==> src/rtl/result_window_cmp.sv <==
module result_window_cmp #(
  parameter int DATA_W = 16
) (
  input  logic              clk,
  input  logic              rst_n,
  input  logic              res_valid,
  input  logic [DATA_W-1:0] res_data,
  input  logic [1:0]        res_sel,
  input  logic              diff_mode,
  input  logic [2:0]        win_mode,
  input  logic [DATA_W-1:0] thr_lo,
  input  logic [DATA_W-1:0] thr_hi,
  input  logic              evt_en,
  input  logic              flag_clr,
  output logic              win_flag,
  output logic              win_evt
);
  localparam int MAX_RES = 12;
  localparam int CW      = MAX_RES + 1;

  function automatic logic signed [CW-1:0] norm(input logic [DATA_W-1:0] v,
                                                 input logic [1:0] sel,
                                                 input logic sgn);
    logic [CW-1:0] r;
    case (sel)
      2'd0:    r = {{(CW-8){sgn & v[7]}}, v[7:0]};
      2'd1:    r = {{(CW-10){sgn & v[9]}}, v[9:0]};
      default: r = {{(CW-12){sgn & v[11]}}, v[11:0]};
    endcase
    return signed'(r);
  endfunction

  logic signed [CW-1:0] r_n, lo_n, hi_n;
  logic gt_lo, lt_hi, ge_lo, le_hi, hit;

  assign r_n  = norm(res_data, res_sel, diff_mode);
  assign lo_n = norm(thr_lo, res_sel, diff_mode);
  assign hi_n = norm(thr_hi, res_sel, diff_mode);

  assign gt_lo = r_n >  lo_n;
  assign ge_lo = r_n >= lo_n;
  assign lt_hi = r_n <  hi_n;
  assign le_hi = r_n <= hi_n;

  always_comb begin
    case (win_mode)
      3'd1:    hit = gt_lo;
      3'd2:    hit = lt_hi;
      3'd3:    hit = ge_lo & le_hi;
      3'd4:    hit = ~(ge_lo & le_hi);
      default: hit = 1'b0;
    endcase
  end

  wire match = res_valid & hit;

  always_ff @(posedge clk or negedge rst_n) begin
    if (!rst_n) begin
      win_flag <= 1'b0;
      win_evt  <= 1'b0;
    end else begin
      win_evt <= match & evt_en;
      if (match)         win_flag <= 1'b1;
      else if (flag_clr) win_flag <= 1'b0;
    end
  end
endmodule


==> config.mk <==
export PLATFORM = sky130hd
export DESIGN_NAME = result_window_cmp
export DESIGN_NICKNAME = d
export VERILOG_FILES = /design/src/rtl/result_window_cmp.sv
export SDC_FILE = /design/constraint.sdc
export NUM_CORES = 1
export LEC_CHECK = 0
export BUFFER_PORTS_ARGS = -buffer_cell sky130_fd_sc_hd__buf_2
export CAP_MARGIN = 20
export CORE_MARGIN = 1
export CORE_UTILIZATION = 39
export DETAILED_ROUTE_END_ITERATION = 8
export GPL_TIMING_DRIVEN = 1
export MAX_ROUTING_LAYER = met4
export PLACE_DENSITY = 0.81
export SETUP_SLACK_MARGIN = 0.3
export SLEW_MARGIN = 20
export SYNTH_ARGS = -nofsm -noshare
export SYNTH_HDL_FRONTEND = slang
export SYNTH_SLANG_ARGS = --single-unit
==> constraint.sdc <==
create_clock -name clk -period 0.8 [get_ports clk]
set_clock_uncertainty 0.2 [all_clocks]
set_input_delay 0.16 -clock clk [delete_from_list [all_inputs] [get_ports clk]]
set_output_delay 0.16 -clock clk [all_outputs]
set_load 0.02 [all_outputs]
==> impl_results.md <==
* Status: complete, but fails checks
* Violated checks: negative hold slack, negative setup slack
* WL final at 3380 um
* Critical path's largest stage delay at 0.46 ns
* CP endpoint kind: flop
* Core ar. at between 2000 and 2500 um^2
* Vias at around 1300
* Sequential Power Share at a little over 8%
* Tot Pwr at about 0.0015 W
* GR Overflow Total at 0
* Sw Ratio at 40.9%
* Initial antenna violation count at 0
* CTS sink cnt at 2
* Die area at between 2000 and 3000 um^2
* Worst path slowest cell: or4_4
* Routed Antenna Nets at 0
* Count of cell types in the netlist at 37
* Setup CP Type: primary input to flop
* H-tree depth at 1
* MaxCap Viol Count at 0
* Tcrit/Tclk final at 335%
* CP Data Required Time at around 0.76 ns
* Num ports at 61
* Gpl congestion at roughly 0.8
* Crit path buf inv count at 3
* Delay-heaviest family, CP: simple AND/OR/NAND/NOR gates
* Largest net degree at the start of global routing at 10
* Commonest non-fill, non-tap cell in the layout: buf_2
* Vias per inst at approximately 5.3
* Min Tclk post-route at 2.68 ns
* Cell Chain, Critical Path: buf_8, buf_4, mux2i_1, nor2_1, a21oi_1, a21o_1, ha_4, buf_4, nor2b_1, o221ai_1, nor2_1, mux2_4, o211ai_1, or4_4, a21boi_2
* Drt first pass iters at 4
* Share of layout cells above drive strength 1 at between 50% and 60%
* CTS tree: done
* CP Data Arrival Time at approximately 2.6 ns
* Internal power at between 0.0008 and 0.0009 W
* F_max at between 0.3 and 0.4 GHz
* DRC at 0
* Hold WC Path Type: primary input to async pin
* Most frequent cells in the layout: buf_2, buf_4, inv_1
* CTS Buf Count at 3
* Setup WS pre-CTS at -2.11 ns
* Syn Std Cell Area at around 1000 um^2
* Max Transition Viols Final at 0
* Power Density at between 800 and 900 nW/um^2
* Final Hold Fails at 2
* CTS Root Buffer Type: clkbuf_4
* Worst Setup Slack, final at -1.88 ns
* Leakage at a little over 0.9 nW
* Gate Count Post-Synth at around 140
* Synthesis-stage register bit count at 2
* First-pass GRT wire length at between 4000 and 5000 um
* Worst-path clk slew at 0.03 ns
* Post-synth ARST share at 100%
* RSZ-0062 raised after global routing: yes
* DPL Wire Length at roughly 2400 um
* Row count at 18
* Die Y at between 50 and 60 um
* P_sw at between 0.0006 and 0.0007 W
* EDFF count, synth at 0
* Worst Max-Slew Pin Slew at approximately 0.36 ns
* Final Hold Slack at -0.493 ns
* Syn_area_per_cell at approximately 7.2 um^2
* P&R area growth vs syn at 73.8%
* Final setup fails at 4
* Worst setup SP type: primary input
* Starting Density at 41.0%
* Clock power frac at 17.0%
* Count of port buffers added during placement at between 40 and 50
* Worst skew pair latency at 0.23 ns
* Initial DRC count at 14
* Sequential element share of the synthesized area at around 5%
* Relative slew margins at about 76%
* Vias in the first global route at between 1000 and 1500
* Worst Path Max Fanout at 5
* Die W at between 50 and 60 um
* WL/cell at ~14 um
* # diodes at 0
* Synth Warn # at 0
* Synth Flop Type: dfrtp_1
* Syn_nets at between 200 and 250
* Comb pwr share at about three quarters
* CTS max path bufs at 2
* Sum Neg Setup Slack at -4.29 ns
* Final nets at between 300 and 400
* Global Route Usage Sum at 24.0%
* Worst vdd ir at a little under 0.6 mV
-- flip-flops by register name, indices dropped and copies added (netlist names) --
signal / cells
win_evt: 1
win_flag: 1
-- per-stage QoR --
step                instance area (um^2)  std cells  util, %
floorplan                           1060        139        -
global placement                    1490        239     60.8
detailed placement                  1490        239     60.8
CTS                                 1620        247     66.1
global route                        1750        248     71.2
finish                              1750        248     71.2
-- cells by family after synthesis --
family	after synthesis	synth area share (%)
simple gates	47	26.2
compound gates	35	23.0
fa+ha+maj	26	32.3
buf+inv	25	9.33
mux	4	4.10
flops	2	4.98
-- layer usage --
| metal | up-vias | GRT usage, % | share of wire [%] |
|---|---|---|---|
| met4 | 0 | 9.65 | 2.8 |
| met2 | 56 | 48.5 | 55 |
| li1 | 658 | - | - |
| met3 | 8 | 2.32 | 3.6 |
| met1 | 585 | 22.5 | 39 |
| met5 | - | - | 0 |
-- path summary, 6_finish.rpt --
| kind | from | end | slack, ns | cells after the start |
|---|---|---|---|---|
| setup / recovery | res_sel[0] | win_evt | -1.88 | 15 |
| max in group asynchronous | rst_n | win_flag | 0.79 | 1 |
| hold / removal | rst_n | win_flag | -0.49 | 1 |
| hold reg to reg | win_flag | win_flag | 0.32 | 2 |
| setup reg to reg | win_flag | win_flag | -0.07 | 2 |
| min in group clk | evt_en | win_evt | 0 | 2 |
-- final cells by class --
type	instances	area [um^2]
multi-input cells	112	1060
fillers	202	707
repair buffers	78	488
inverters	22	82.6
flip-flops and latches	2	51.3
well taps	30	37.5
clock buffers	4	26.3
-- synth_stat cells, types with 2 or more instances --
master / n / area, um^2
a211oi_1: 3 / 22.5
a21o_1: 4 / 30.0
a21oi_1: 14 / 70.1
clkbuf_1: 3 / 11.3
dfrtp_1: 2 / 50.1
ha_1: 26 / 325
inv_1: 22 / 82.6
mux2i_1: 3 / 30.0
nand2_1: 9 / 33.8
nand2b_1: 6 / 37.5
nand3_1: 5 / 25.0
nand4_1: 2 / 12.5
nor2_1: 11 / 41.3
nor3_1: 4 / 20.0
o21ai_1: 2 / 10.0
o21bai_1: 2 / 15.0
-- power by group through the flow --
stage / Combinational, W / Clock (W) / Sequential (W)
finish: 0.00113 / 0.000255 / 0.000122
global route: 0.00123 / 0.000282 / 0.000123
CTS: 0.000981 / 0.000261 / 0.000122
detailed placement: 0.000874 / 0 / 0.000120
floorplan: 0.000503 / 0 / 0.000136
global placement: 0.000849 / 0 / 0.000120
-- what timing repair did --
action | CTS | global route
endpoints found under the hold margin | 3 | 3
setup endpoints to repair | 4 | 4
pin swaps | 12 | 9
setup buffers | 4 | 1
resized for setup | 16 | 13
gates cloned | 0 | 0
No activity file was read; power rests on OpenSTA's default activity.
